$ cat src/rtl/pin_cfg_pkg.sv
// Shared types for the pin configuration bank.
// Assumes an 8-bit register layout; field positions are fixed by pin_cfg_t.
package pin_cfg_pkg;
    localparam int REG_W = 8;

    typedef enum logic [2:0] {
        DRV_PP      = 3'd0,
        DRV_PP_KEEP = 3'd1,
        DRV_PP_PD   = 3'd2,
        DRV_PP_PU   = 3'd3,
        DRV_WOR     = 3'd4,
        DRV_WAND    = 3'd5,
        DRV_WOR_PD  = 3'd6,
        DRV_WAND_PU = 3'd7
    } drive_e;

    typedef enum logic [2:0] {
        SNS_BOTH = 3'd0,
        SNS_RISE = 3'd1,
        SNS_FALL = 3'd2,
        SNS_LOW  = 3'd3,
        SNS_OFF  = 3'd4
    } sense_e;

    typedef struct packed {
        logic       slew;
        logic       inv;
        logic [2:0] drv;
        logic [2:0] sense;
    } pin_cfg_t;
endpackage

$ cat src/rtl/pin_cfg_wr_sel.sv
// Write-enable generation for the bank.
// Turns one bus write into per-register enables: the mask selects targets,
// or the addressed register alone when the mask is zero. Assumes NPIN < 2**AW.
module pin_cfg_wr_sel #(
    parameter int NPIN = 8,
    parameter int AW   = 4
) (
    input  logic            bus_we,
    input  logic [AW-1:0]   bus_addr,
    input  logic [NPIN-1:0] mask,
    output logic [NPIN-1:0] cfg_we,
    output logic            mask_we
);
    localparam logic [AW-1:0] MASK_ADDR = AW'(NPIN);

    logic pin_hit;

    // Classify the address: pin register range or the mask register.
    always_comb begin
        pin_hit = bus_we && (bus_addr < MASK_ADDR);
        mask_we = bus_we && (bus_addr == MASK_ADDR);
    end

    // Per-pin enable: mask broadcast, or single target when mask is empty.
    for (genvar i = 0; i < NPIN; i++) begin : g_sel
        always_comb begin
            if (mask == '0)
                cfg_we[i] = pin_hit && (bus_addr == AW'(i));
            else
                cfg_we[i] = pin_hit && mask[i];
        end
    end
endmodule

$ cat src/rtl/pin_cfg_reg.sv
// One pin's configuration register.
// Loads wdata on we; holds otherwise. Synchronous active-low reset to zero.
module pin_cfg_reg
    import pin_cfg_pkg::*;
(
    input  logic     clk,
    input  logic     rst_n,
    input  logic     we,
    input  pin_cfg_t wdata,
    output pin_cfg_t q
);
    // Storage with synchronous reset.
    always_ff @(posedge clk) begin
        if (!rst_n)
            q <= '0;
        else if (we)
            q <= wdata;
    end

    a_r5_hold_when_idle: assert property (@(posedge clk) disable iff (!rst_n)
        !we |=> q == $past(q));
endmodule

$ cat src/rtl/pin_cfg_field_dec.sv
// Field decoder for one pin.
// Maps the stored drive and sense codes to pad/sense control lines.
// Purely combinational; reserved sense codes fold to "disabled".
module pin_cfg_field_dec
    import pin_cfg_pkg::*;
(
    input  pin_cfg_t   cfg,
    output logic [2:0] sense_n,
    output logic       in_en,
    output logic       inv,
    output logic       slew,
    output logic       pu,
    output logic       pd,
    output logic       keep,
    output logic       hi_en,
    output logic       lo_en
);
    // Drive/pull code decode.
    always_comb begin
        pu    = 1'b0;
        pd    = 1'b0;
        keep  = 1'b0;
        hi_en = 1'b1;
        lo_en = 1'b1;
        unique case (drive_e'(cfg.drv))
            DRV_PP:      ;
            DRV_PP_KEEP: keep = 1'b1;
            DRV_PP_PD:   pd = 1'b1;
            DRV_PP_PU:   pu = 1'b1;
            DRV_WOR:     lo_en = 1'b0;
            DRV_WAND:    hi_en = 1'b0;
            DRV_WOR_PD:  begin lo_en = 1'b0; pd = 1'b1; end
            DRV_WAND_PU: begin hi_en = 1'b0; pu = 1'b1; end
            default:     ;
        endcase
    end

    // Sense code normalisation and input buffer enable.
    always_comb begin
        sense_n = (cfg.sense > SNS_OFF) ? SNS_OFF : cfg.sense;
        in_en   = (sense_n != SNS_OFF);
        inv     = cfg.inv;
        slew    = cfg.slew;
    end
endmodule

$ cat src/rtl/pin_cfg_bank.sv
// Per-pin configuration bank with masked broadcast write.
// Registers 0..NPIN-1 are pin configurations, register NPIN is the pin mask.
// Assumes NPIN <= 8 (mask fits the 8-bit bus) and NPIN < 2**AW.
module pin_cfg_bank
    import pin_cfg_pkg::*;
#(
    parameter int NPIN = 8,
    parameter int AW   = 4
) (
    input  logic              clk,
    input  logic              rst_n,
    input  logic              bus_we,
    input  logic [AW-1:0]     bus_addr,
    input  logic [REG_W-1:0]  bus_wdata,
    output logic [REG_W-1:0]  bus_rdata,
    output logic [3*NPIN-1:0] cfg_sense,
    output logic [NPIN-1:0]   in_en,
    output logic [NPIN-1:0]   pin_inv,
    output logic [NPIN-1:0]   pin_slew,
    output logic [NPIN-1:0]   pull_up,
    output logic [NPIN-1:0]   pull_dn,
    output logic [NPIN-1:0]   keeper_en,
    output logic [NPIN-1:0]   drv_hi_en,
    output logic [NPIN-1:0]   drv_lo_en
);
    localparam logic [AW-1:0] MASK_ADDR = AW'(NPIN);

    logic [NPIN-1:0] mask_q;
    logic [NPIN-1:0] cfg_we;
    logic            mask_we;
    pin_cfg_t        cfg_q [NPIN];

    pin_cfg_wr_sel #(.NPIN(NPIN), .AW(AW)) u_sel (
        .bus_we   (bus_we),
        .bus_addr (bus_addr),
        .mask     (mask_q),
        .cfg_we   (cfg_we),
        .mask_we  (mask_we)
    );

    // Pin mask register.
    always_ff @(posedge clk) begin
        if (!rst_n)
            mask_q <= '0;
        else if (mask_we)
            mask_q <= bus_wdata[NPIN-1:0];
    end

    for (genvar i = 0; i < NPIN; i++) begin : g_pin
        pin_cfg_reg u_reg (
            .clk   (clk),
            .rst_n (rst_n),
            .we    (cfg_we[i]),
            .wdata (pin_cfg_t'(bus_wdata)),
            .q     (cfg_q[i])
        );

        pin_cfg_field_dec u_dec (
            .cfg     (cfg_q[i]),
            .sense_n (cfg_sense[3*i +: 3]),
            .in_en   (in_en[i]),
            .inv     (pin_inv[i]),
            .slew    (pin_slew[i]),
            .pu      (pull_up[i]),
            .pd      (pull_dn[i]),
            .keep    (keeper_en[i]),
            .hi_en   (drv_hi_en[i]),
            .lo_en   (drv_lo_en[i])
        );

        a_r1_reset_clear: assert property (@(posedge clk)
            !rst_n |=> cfg_q[i] == '0);
        a_r3_single_write: assert property (@(posedge clk) disable iff (!rst_n)
            bus_we && mask_q == '0 && bus_addr == AW'(i)
            |=> cfg_q[i] == pin_cfg_t'($past(bus_wdata)));
        a_r4_broadcast: assert property (@(posedge clk) disable iff (!rst_n)
            bus_we && bus_addr < MASK_ADDR && mask_q[i]
            |=> cfg_q[i] == pin_cfg_t'($past(bus_wdata)));
        a_r5_unselected: assert property (@(posedge clk) disable iff (!rst_n)
            bus_we && mask_q != '0 && !mask_q[i] |=> $stable(cfg_q[i]));
        a_r7_can_drive: assert property (@(posedge clk) disable iff (!rst_n)
            drv_hi_en[i] || drv_lo_en[i]);
        a_r7_pull_excl: assert property (@(posedge clk) disable iff (!rst_n)
            !(pull_up[i] && pull_dn[i]));
        a_r8_sense_range: assert property (@(posedge clk) disable iff (!rst_n)
            cfg_sense[3*i +: 3] <= 3'd4);
    end

    // Read-back multiplexer; unmapped addresses return zero.
    always_comb begin
        bus_rdata = '0;
        for (int k = 0; k < NPIN; k++)
            if (bus_addr == AW'(k))
                bus_rdata = cfg_q[k];
        if (bus_addr == MASK_ADDR)
            bus_rdata = REG_W'(mask_q);
    end

    a_r1_mask_reset: assert property (@(posedge clk) !rst_n |=> mask_q == '0);
    a_r6_unmapped_keeps_mask: assert property (@(posedge clk) disable iff (!rst_n)
        bus_we && bus_addr > MASK_ADDR |=> $stable(mask_q));
endmodule

$ cat config.mk
export PLATFORM = sky130hd
export DESIGN_NAME = pin_cfg_bank
export DESIGN_NICKNAME = d
export VERILOG_FILES = /design/src/rtl/pin_cfg_pkg.sv /design/src/rtl/pin_cfg_wr_sel.sv /design/src/rtl/pin_cfg_reg.sv /design/src/rtl/pin_cfg_field_dec.sv /design/src/rtl/pin_cfg_bank.sv
export SDC_FILE = /design/constraint.sdc
export NUM_CORES = 1
export LEC_CHECK = 0
export CAP_MARGIN = 20
export CORE_ASPECT_RATIO = 1.1
export CORE_MARGIN = 2
export CORE_UTILIZATION = 45
export DETAILED_ROUTE_END_ITERATION = 10
export DONT_BUFFER_PORTS = 1
export PLACE_DENSITY_LB_ADDON = 0.05
export SETUP_SLACK_MARGIN = 0.4
export SYNTH_ARGS = -nofsm -noshare
export SYNTH_HDL_FRONTEND = slang
export SYNTH_SLANG_ARGS = --single-unit
$ cat constraint.sdc
create_clock -name clk -period 2.42 [get_ports clk]
set_input_delay 0.121 -clock clk [delete_from_list [all_inputs] [get_ports clk]]
set_output_delay 0.121 -clock clk [all_outputs]
set_load 0.03 [all_outputs]
==> impl_metrics.env, run 1 <==
export IMPL_critical_path_buf_inv_count=0
export IMPL_p_leak_nw=1.49
export IMPL_finalSetupTns_ps=0
export IMPL_rsz0062_at_grt="no"
export IMPL_overflow=0
export IMPL_r2r_slack_ps=580
export IMPL_cts_buffers=9
export IMPL_crit_chain="mux2i_1 -> o22ai_1 -> a22oi_1 -> nand2_1"
export IMPL_ios=111
export IMPL_max_slew_margin_rel=0.503
export IMPL_fin_skew_ps=12.0
export IMPL_seq_area_frac_synth=0.336
export IMPL_critical_path_max_stage_delay_ps=600
export IMPL_viasPerCell=5.58
export IMPL_syn_nets=511
export IMPL_rows=37
export IMPL_setup_viol=0
export IMPL_avgSynthCellArea_um2=8.66
export IMPL_slowest_stage="dfxtp_1"
export IMPL_grt_pass1_vias=3042
export IMPL_p_comb_frac=0.083
export IMPL_nNetsFinal=464
export IMPL_root_buffer="clkbuf_8"
export IMPL_clkPwrFrac=0.429
export IMPL_regToRegStartpoint="mask_q[7]"
export IMPL_fin_crit_ps=1960
export IMPL_clock_latency_ps=350
export IMPL_cts_sinks=72
export IMPL_antenna_found_initial=0
export IMPL_seq_area_um2=1450
export IMPL_drt_total_wl_mm=11.6
export IMPL_fmax_ghz=0.510
export IMPL_path_clk_slew_ps=80
export IMPL_arrival_ps=1840
export IMPL_multi_input_area_um2=2220
export IMPL_hpwlAfterDp_mm=7.93
export IMPL_irDropWorstVdd_mv=0.283
export IMPL_ff2ff_path_depth=4
export IMPL_holdPathEnd="g_pin[1].u_reg.q[2]"
export IMPL_hp_class="in2reg"
export IMPL_p_switching_mw=0.598
export IMPL_synth_top_area_cell="dfxtp_1"
export IMPL_drtIter0Drc=179
export IMPL_fill_cells=919
export IMPL_min_path_cells=3
export IMPL_gr_usage_all_layers=0.221
export IMPL_layout_drive_gt1_share=0.126
export IMPL_worstMarginPinSlew_ps=742
export IMPL_post_drt_wl_per_cell_um=20.4
export IMPL_holdCritStartpoint="rst_n"
export IMPL_syn_inst=496
export IMPL_routabilityCongestion=0.905
export IMPL_synth_edf_count=0
export IMPL_cp_start_kind="flop"
export IMPL_die_h_um=106
export IMPL_synth_commonest_cells="nand2_1, dfxtp_1, mux2i_1"
export IMPL_p_int_mw=1.90
export IMPL_syn_area_um2=4300
export IMPL_worstReg2RegEnd="g_pin[7].u_reg.q[3]"
export IMPL_swShare=0.239
export IMPL_critPathKind="reg2out"
export IMPL_power_density_nw_per_um2=568
export IMPL_drtPass1Iterations=4
export IMPL_synth_distinct_cells=41
export IMPL_instances_no_fill=570
export IMPL_cp_startpoint="g_pin[4].u_reg.q[2]"
export IMPL_antenna_cells=0
export IMPL_area_growth_pct=2.53
export IMPL_portBuffers=0
export IMPL_status="finished clean"
export IMPL_die_w_um=97.2
export IMPL_tritoncts="built"
export IMPL_ys_top_cells_by_area="dfxtp_1, mux2i_1, buf_4"
export IMPL_crit_fanout=6
export IMPL_place_inst=538
export IMPL_synthArstFlopShare=0
export IMPL_synth_top_cell_area_share=0.336
export IMPL_grt_pass1_wl_mm=17.7
export IMPL_die_area_um2=10300
export IMPL_crit_path_end_kind="primary output"
export IMPL_yosys_cell_count_top_type="nand2_1"
export IMPL_slew_violations=0
export IMPL_crit_required_ps=2300
export IMPL_vias=3183
export IMPL_power_total_mw=2.50
export IMPL_hold_violations=0
export IMPL_route_detailed_drc=0
export IMPL_critical_path_top_delay_family="flip-flops"
export IMPL_ys_warnings_count=0
export IMPL_cts_buffer_depth=2
export IMPL_period_share=0.810
export IMPL_synth_seq_cells=72
export IMPL_grt_max_degree=73
export IMPL_core_area_um2=9310
export IMPL_ant_nets=0
export IMPL_start_util=0.462
export IMPL_maxCapViolCount=0
export IMPL_synthFlopType="dfxtp_1"
export IMPL_htree_num_levels=3
export IMPL_pwr_share_seq=0.488
==> registers in the layout (all words and copies together) (netlist names) <==
signal         cells
g_pin.u_reg.q     64
mask_q             8
==> cell usage in the layout (no fill, tap or decap), types with 2 or more instances in the layout <==
| cell type | count |
|---|---|
| nor2_2 | 4 |
| inv_1 | 11 |
| a221oi_1 | 2 |
| nor2b_1 | 24 |
| nor4_4 | 2 |
| o22ai_1 | 8 |
| nand2b_1 | 14 |
| a21boi_0 | 8 |
| dfxtp_1 | 68 |
| a21oi_1 | 9 |
| bufinv_16 | 2 |
| mux2i_1 | 71 |
| dfxtp_2 | 4 |
| and2_1 | 8 |
| mux4_2 | 6 |
| nand2_1 | 101 |
| nand3_1 | 9 |
| a31oi_1 | 2 |
| clkbuf_8 | 11 |
| dlygate4sd3_1 | 16 |
| nor3b_1 | 9 |
| nor2_1 | 10 |
| a22oi_1 | 6 |
| o211ai_1 | 4 |
| buf_4 | 19 |
| a41oi_1 | 4 |
| o22a_1 | 3 |
==> worst max path at each step <==
stage	depth (start not counted)	to
after global routing	5	bus_rdata[0]
after floorplan	6	bus_rdata[4]
after CTS	4	bus_rdata[7]
after detailed placement	4	g_pin[7].u_reg.q[6]
final	4	bus_rdata[2]
after global placement	4	bus_rdata[2]
==> timing repair <==
item | 4_1_cts | 5_1_grt
setup buffers | 0 | 0
setup endpoints to repair | 1 | 2
hold buffers | 17 | 0
pin swaps | 0 | 1
resized for setup | 2 | 3
hold endpoints to repair | 72 | 0
==> cells by family after synthesis <==
group           after synthesis  synth area share
mux                          78             0.200
flops                        72             0.336
simple gates                188             0.218
buf+inv                     105             0.149
compound gates               53            0.0970
==> per-layer routing <==
metal	share of wire	vias to the layer above	GRT usage
met5	0	-	0
li1	-	1522	-
met2	0.47	119	0.349
met3	0.058	12	0.0408
met4	0.015	0	0.0704
met1	0.46	1530	0.306
==> worst register-to-register path, cell delays in order (launching register included) <==
cell	delay [ps]
dfxtp_1	360
nor4_4	450
nand2_4	160
o31ai_4	540
mux2i_1	250
==> per-stage QoR <==
step / utilization / hold WS (ps) / cell area, um2 / setup WS, ps
after floorplan: - / 277 / 4300 / 418
after global placement: 0.429 / 275 / 3990 / 640
after detailed placement: 0.429 / 282 / 3990 / 585
after CTS: 0.473 / 177 / 4400 / 438
after global routing: 0.473 / 187 / 4400 / 418
final: 0.473 / 173 / 4400 / 461
==> power groups by stage <==
stage	Sequential (mW)	Clock, mW	Combinational, mW
floorplan	1.23	0	0.184
global placement	1.25	0	0.172
detailed placement	1.25	0	0.172
CTS	1.22	1.10	0.208
global route	1.22	1.14	0.220
finish	1.22	1.07	0.207
==> layout make-up <==
class / count / share of cell area
repair buffers: 36 / 0.0750
flip-flops and latches: 72 / 0.328
clock inverters: 3 / 0.0148
inverters: 11 / 0.00938
multi-input cells: 319 / 0.504
well taps: 117 / 0.0332
clock buffers: 12 / 0.0352
Power figures use the tool's default switching activity.
==> inputs of run 2 (changes only) <==
--- a/config.mk
+++ b/config.mk
@@ -5,6 +5,7 @@
 export SDC_FILE = /design/constraint.sdc
 export NUM_CORES = 1
 export LEC_CHECK = 0
+export ABC_AREA = 1
 export CAP_MARGIN = 20
 export CORE_ASPECT_RATIO = 1.1
 export CORE_MARGIN = 2
==> constraint.sdc (replaced) <==
create_clock -name clk -period 1.7 [get_ports clk]
set_input_delay 0.085 -clock clk [delete_from_list [all_inputs] [get_ports clk]]
set_output_delay 0.085 -clock clk [all_outputs]
set_load 0.03 [all_outputs]
==> run 2 against run 1 <==
Compared with the run above:
- the flow now finishes with violations (negative hold slack)
- utilization grew 15 points
- combinational power grew to 3.8 times the previous value
- via count grew 48%
- register-to-register slack got worse by 340 ps
- clock power rose by 58%
- sequential cell count did not move
- setup slack worse by 340 ps
- sequential share of layout area down 8.5 points
- synthesized cell count rose by 50%
- cell area increased by 41%
- highest routed layer unchanged
==> impl_metrics.env, run 2 <==
export IMPL_status="finished with violations"
export IMPL_violations="negative hold slack"
export IMPL_seq_area_frac_synth=0.310
export IMPL_synth_seq_cells=72
export IMPL_synth_top_cell_area_share=0.310
export IMPL_reg_top3="g_pin.u_reg.q (64), mask_q (8)"
export IMPL_fin_crit_ps=1580
export IMPL_grt_pass1_vias=4355
export IMPL_route_detailed_drc=0
export IMPL_synthArstFlopShare=0
export IMPL_grt_max_degree=73
export IMPL_finalSetupTns_ps=0
export IMPL_seq_area_um2=1510
export IMPL_power_density_nw_per_um2=683
export IMPL_final_util=0.624
export IMPL_multi_input_area_um2=3080
export IMPL_irDropWorstVdd_mv=0.466
export IMPL_grt_pass1_wl_mm=22.6
export IMPL_arrival_ps=1500
export IMPL_core_area_um2=9940
export IMPL_max_slew_margin_rel=0.583
export IMPL_p_leak_nw=2.53
export IMPL_syn_inst=744
export IMPL_synth_distinct_cells=25
export IMPL_yosys_cell_count_top_type="nand2_1"
export IMPL_ant_nets=0
export IMPL_setup_viol=0
export IMPL_syn_area_um2=4640
export IMPL_routabilityCongestion=0.841
export IMPL_die_h_um=111
export IMPL_nNetsFinal=761
export IMPL_regMostFlops="g_pin.u_reg.q"
export IMPL_synth_commonest_cells="nand2_1, nor2_1, nand3_1"
export IMPL_cp_start_kind="flop"
export IMPL_start_util=0.467
export IMPL_antenna_found_initial=0
export IMPL_critPathKind="reg2out"
export IMPL_portBuffers=0
export IMPL_die_area_um2=11100
export IMPL_antenna_cells=0
export IMPL_layout_drive_gt1_share=0.429
export IMPL_rows=38
export IMPL_drtIter0Drc=245
export IMPL_clock_latency_ps=350
export IMPL_synth_edf_count=0
export IMPL_rsz0062_at_grt="yes"
export IMPL_die_w_um=101
export IMPL_ios=111
export IMPL_critical_path_max_stage_delay_ps=330
export IMPL_crit_required_ps=1620
export IMPL_cts_sinks=72
export IMPL_hold_violations=72
export IMPL_hpwlAfterDp_mm=9.18
export IMPL_largest_register_ffs=64
export IMPL_path_clk_slew_ps=80
export IMPL_crit_fanout=2
export IMPL_synthFlopType="dfxtp_1"
export IMPL_fin_hold_ws_ps=-159
export IMPL_htree_num_levels=3
export IMPL_crit_path_end_kind="primary output"
export IMPL_fill_cells=912
export IMPL_root_buffer="clkbuf_8"
export IMPL_slew_violations=0
export IMPL_area_growth_pct=33.5
export IMPL_viasPerCell=5.40
export IMPL_fin_skew_ps=12.4
export IMPL_syn_nets=759
export IMPL_ys_warnings_count=0
export IMPL_layout_commonest_cell="nand2_1"
export IMPL_dp_slack_ps=158
export IMPL_overflow=0
export IMPL_post_drt_wl_per_cell_um=17.3
export IMPL_drtPass1Iterations=5
export IMPL_avgSynthCellArea_um2=6.24
export IMPL_maxCapViolCount=0
export IMPL_synth_top_area_cell="dfxtp_1"
export IMPL_cts_buffers=9
export IMPL_critical_path_top_delay_family="simple AND/OR/NAND/NOR gates"
export IMPL_crit_chain="nand3_1 -> nand3_2 -> nor2_4 -> nand4_1 -> nand2_1 -> nand2_2 -> buf_12"
export IMPL_critical_path_buf_inv_count=1
export IMPL_ys_top_cells_by_area="dfxtp_1, nand2_1, buf_4"
export IMPL_fmax_ghz=0.631
export IMPL_slowest_stage="dfxtp_2"
export IMPL_cts_buffer_depth=2
export IMPL_worstMarginPinSlew_ps=625
export IMPL_layout_common_cells="nand2_1, nor2_1, a21oi_1"
export IMPL_drt_total_wl_mm=15.0
export IMPL_period_share=0.932
export IMPL_worst_slack_ps=116
export IMPL_tritoncts="built"
export IMPL_gr_usage_all_layers=0.258
export IMPL_vias=4702
export IMPL_hp_class="in2reg"
[run 2: cell types whose count changed in the layout (fill, tap and decap cells not counted), sizes merged, moves of 9 or more]
cell         before  now
nand3             9   96
dlygate4sd3      16    0
inv              11   81
nor2             14  114
mux2i            71    0
buf              20   91
nor2b            24    0
a21oi             9   78
nand2b           14    0
nor3b             9    0
nand4             1   10
nor3              1   11
nand2           102  164
[run 2: repair_timing]
action                     4_1_cts  5_1_grt
cloned                           7        1
hold endpoints to repair        72       72
setup endpoints to repair       96       95
setup buffers                   28        3
pin swaps                       75      107
gates resized for setup        176       84
[run 2: stage by stage]
step / total power [mW] / std cells / area [um2] / hold WS, ps
finish: 4.23 / 870 / 6200 / -159
detailed placement: 2.33 / 816 / 4690 / 216
CTS: 4.18 / 866 / 5850 / -174
global route: 4.38 / 870 / 6200 / -173
floorplan: 2.23 / 744 / 4680 / 247
global placement: 2.32 / 816 / 4690 / 210
[run 2: final timing paths]
check / slack, ps / start / cells after the start / end
worst max-delay path: 120 / g_pin[2].u_reg.q[2] / 7 / bus_rdata[2]
worst max register to register: 240 / mask_q[0] / 10 / g_pin[5].u_reg.q[1]
worst min register to register: 490 / g_pin[7].u_reg.q[1] / 2 / g_pin[7].u_reg.q[1]
worst min-delay path: -160 / rst_n / 2 / g_pin[0].u_reg.q[4]
[run 2: area by class of cell]
cell class,count,share of cell area
Inverter,81,0.0511
Clock inverter,5,0.0170
Sequential cell,72,0.244
Timing Repair Buffer,91,0.145
Clock buffer,10,0.0222
Tap cell,120,0.0242
Multi-Input combinational cell,491,0.497
[run 2: routing by layer]
metal,up-vias,GRT usage,part of all wire,wire length (um)
met2,145,0.423,0.50,7480
met5,-,0,0,0
met1,2224,0.326,0.41,6180
met4,0,0.0932,0.030,453
met3,31,0.0627,0.062,940
li1,2302,-,-,-
[run 2: cells by family after synthesis]
logic type             synth area share
flip-flops                        0.310
AND/OR/NAND/NOR                   0.369
buffers and inverters             0.216
AO/OA/AOI/OAI                     0.104
[run 2: power breakdown]
group	leakage, nW	internal (mW)	switching, mW
Sequential	0.604	1.71	0.0363
Combinational	1.82	0.284	0.511
Clock	0.115	1.01	0.680
Total	2.53	3.00	1.23
[run 2: worst register-to-register path: cells and delay by family (launching register included)]
kind | cells | cell delay [ps]
flops | 1 | 340
simple gates | 7 | 680
buf+inv | 3 | 320
==> inputs of run 3 (changes only) <==
--- a/config.mk
+++ b/config.mk
@@ -13,6 +13,7 @@
 export DETAILED_ROUTE_END_ITERATION = 10
 export DONT_BUFFER_PORTS = 1
 export PLACE_DENSITY_LB_ADDON = 0.05
+export REMOVE_ABC_BUFFERS = 1
 export SETUP_SLACK_MARGIN = 0.4
 export SYNTH_ARGS = -nofsm -noshare
 export SYNTH_HDL_FRONTEND = slang
==> run 3 against run 2 <==
Compared with the run above:
- the run still ends with negative hold slack left
- largest cell class unchanged
- maximum frequency up 1.8%
- clock skew down 1.4 ps
- critical path type is now reg2reg
- first-iteration DRC count up 16%
- sequential power about the same
- clock-buffer cell count up 3
- sequential share of layout area up 0.44 points
- clock power down 14%
- worst hold slack worse by 9.0 ps
- final cell count unchanged
- die area unchanged
==> impl_metrics.env, run 3 (same netlist as run 2, synthesis figures left out) <==
export IMPL_status="finished with violations"
export IMPL_violations="negative hold slack"
export IMPL_crit_fanout=8
export IMPL_ff2ff_path_depth=10
export IMPL_root_buffer="clkbuf_8"
export IMPL_cts_sinks=72
export IMPL_power_total_mw=4.01
export IMPL_cp_depth=10
export IMPL_die_area_um2=11100
export IMPL_arrival_ps=1810
export IMPL_post_drt_wl_per_cell_um=17.2
export IMPL_regMostFlops="g_pin.u_reg.q"
export IMPL_grt_pass1_wl_mm=22.6
export IMPL_path_clk_slew_ps=80
export IMPL_tritoncts="built"
export IMPL_final_util=0.616
export IMPL_overflow=0
export IMPL_power_density_nw_per_um2=655
export IMPL_drtIter0Drc=283
export IMPL_hpwlAfterDp_mm=9.02
export IMPL_crit_chain="inv_2 -> nand4_1 -> nor2_4 -> buf_6 -> buf_12 -> nand2_8 -> nand2_8 -> nand3_2 -> nand2_1 -> nor2_1"
export IMPL_start_util=0.467
export IMPL_cp_start_kind="flop"
export IMPL_nNetsFinal=761
export IMPL_hp_class="in2reg"
export IMPL_reg_top3="g_pin.u_reg.q (64), mask_q (8)"
export IMPL_cp_startpoint="mask_q[5]"
export IMPL_htree_num_levels=3
export IMPL_ant_nets=0
export IMPL_holdCritStartpoint="rst_n"
export IMPL_multi_input_area_um2=3040
export IMPL_clock_latency_ps=360
export IMPL_worstMarginPinSlew_ps=644
export IMPL_cts_buffers=9
export IMPL_layout_common_cells="nand2_1, nor2_1, nand3_2, a21oi_1, buf_4"
export IMPL_fill_cells=915
export IMPL_maxCapViolCount=0
export IMPL_fin_crit_ps=1560
export IMPL_core_area_um2=9940
export IMPL_worst_slack_ps=144
export IMPL_grt_pass1_vias=4337
export IMPL_setup_viol=0
export IMPL_die_w_um=101
export IMPL_drtPass1Iterations=5
export IMPL_critical_path_buf_inv_count=3
export IMPL_layout_drive_gt1_share=0.433
export IMPL_area_growth_pct=31.9
export IMPL_max_slew_margin_rel=0.570
export IMPL_irDropWorstVdd_mv=0.617
export IMPL_die_h_um=111
export IMPL_crit_top_cell="nand2_8"
export IMPL_slowest_stage="dfxtp_2"
export IMPL_gr_usage_all_layers=0.259
export IMPL_fin_skew_ps=11.1
export IMPL_route_detailed_drc=0
export IMPL_vias=4793
export IMPL_dp_slack_ps=173
export IMPL_hold_violations=71
export IMPL_ios=111
export IMPL_portBuffers=0
export IMPL_p_leak_nw=2.49
export IMPL_largest_register_ffs=64
export IMPL_fin_hold_ws_ps=-168
export IMPL_regToRegStartpoint="mask_q[5]"
export IMPL_crit_path_end_kind="flop"
export IMPL_viasPerCell=5.51
export IMPL_min_path_cells=2
export IMPL_cts_buffer_depth=2
export IMPL_critical_path_max_stage_delay_ps=330
export IMPL_fmax_ghz=0.643
export IMPL_layout_commonest_cell="nand2_1"
export IMPL_drt_total_wl_mm=14.9
export IMPL_rows=38
export IMPL_period_share=0.915
export IMPL_grt_max_degree=73
export IMPL_routabilityCongestion=0.882
export IMPL_slew_violations=0
export IMPL_critPathKind="reg2reg"
export IMPL_crit_required_ps=1960
export IMPL_rsz0062_at_grt="yes"
export IMPL_antenna_cells=0
export IMPL_antenna_found_initial=0
export IMPL_critical_path_top_delay_family="simple AND/OR/NAND/NOR gates"
export IMPL_seq_area_um2=1520
-- run 3: changes by cell type in the layout (fill, tap and decap cells not counted), sizes merged --
| cell | before | now |
|---|---|---|
| buf | 91 | 92 |
| bufinv | 3 | 1 |
| clkbuf | 10 | 13 |
| clkinvlp | 2 | 1 |
| nand2 | 164 | 163 |
-- run 3: metrics by stage --
| stage | setup TNS [ps] | cell area, um2 | cells | hold WS, ps |
|---|---|---|---|---|
| floorplan | -179680 | 3950 | 636 | 196 |
| global placement | 0 | 4680 | 816 | 217 |
| detailed placement | 0 | 4680 | 816 | 215 |
| CTS | 0 | 5760 | 862 | -173 |
| global route | 0 | 6120 | 870 | -169 |
| finish | 0 | 6120 | 870 | -168 |
-- run 3: layout make-up --
class | instances | share of cell area
flip-flops and latches | 72 | 0.248
clock buffers | 13 | 0.0276
multi-input cells | 490 | 0.497
inverters | 81 | 0.0509
clock inverters | 2 | 0.00613
well taps | 120 | 0.0245
repair buffers | 92 | 0.146
-- run 3: path summary, 6_finish.rpt --
kind,end,slack (ps)
max,g_pin[4].u_reg.q[0],140
min,g_pin[7].u_reg.q[4],-170
max reg2reg,g_pin[4].u_reg.q[0],140
min reg2reg,g_pin[7].u_reg.q[1],490
-- run 3: per-layer routing --
| layer | GRT usage | part of all wire |
|---|---|---|
| met1 | 0.332 | 0.40 |
| met3 | 0.0576 | 0.077 |
| met5 | 0 | 0 |
| met2 | 0.442 | 0.51 |
| met4 | 0.0548 | 0.013 |
-- run 3: power breakdown --
| group | total, mW | internal (mW) | leakage (nW) | switching, mW |
|---|---|---|---|---|
| logic | 0.795 | 0.285 | 1.78 | 0.510 |
| registers | 1.75 | 1.71 | 0.607 | 0.0399 |
| clock network | 1.46 | 0.792 | 0.102 | 0.671 |
| total | 4.01 | 2.79 | 2.49 | 1.22 |
-- run 3: what timing repair did --
action                     CTS  global route
hold endpoints to repair    72            72
setup endpoints to repair   96            90
pin swaps                   73            84
cloned                       8             0
buffers inserted            23             8
gates resized for setup    172            86
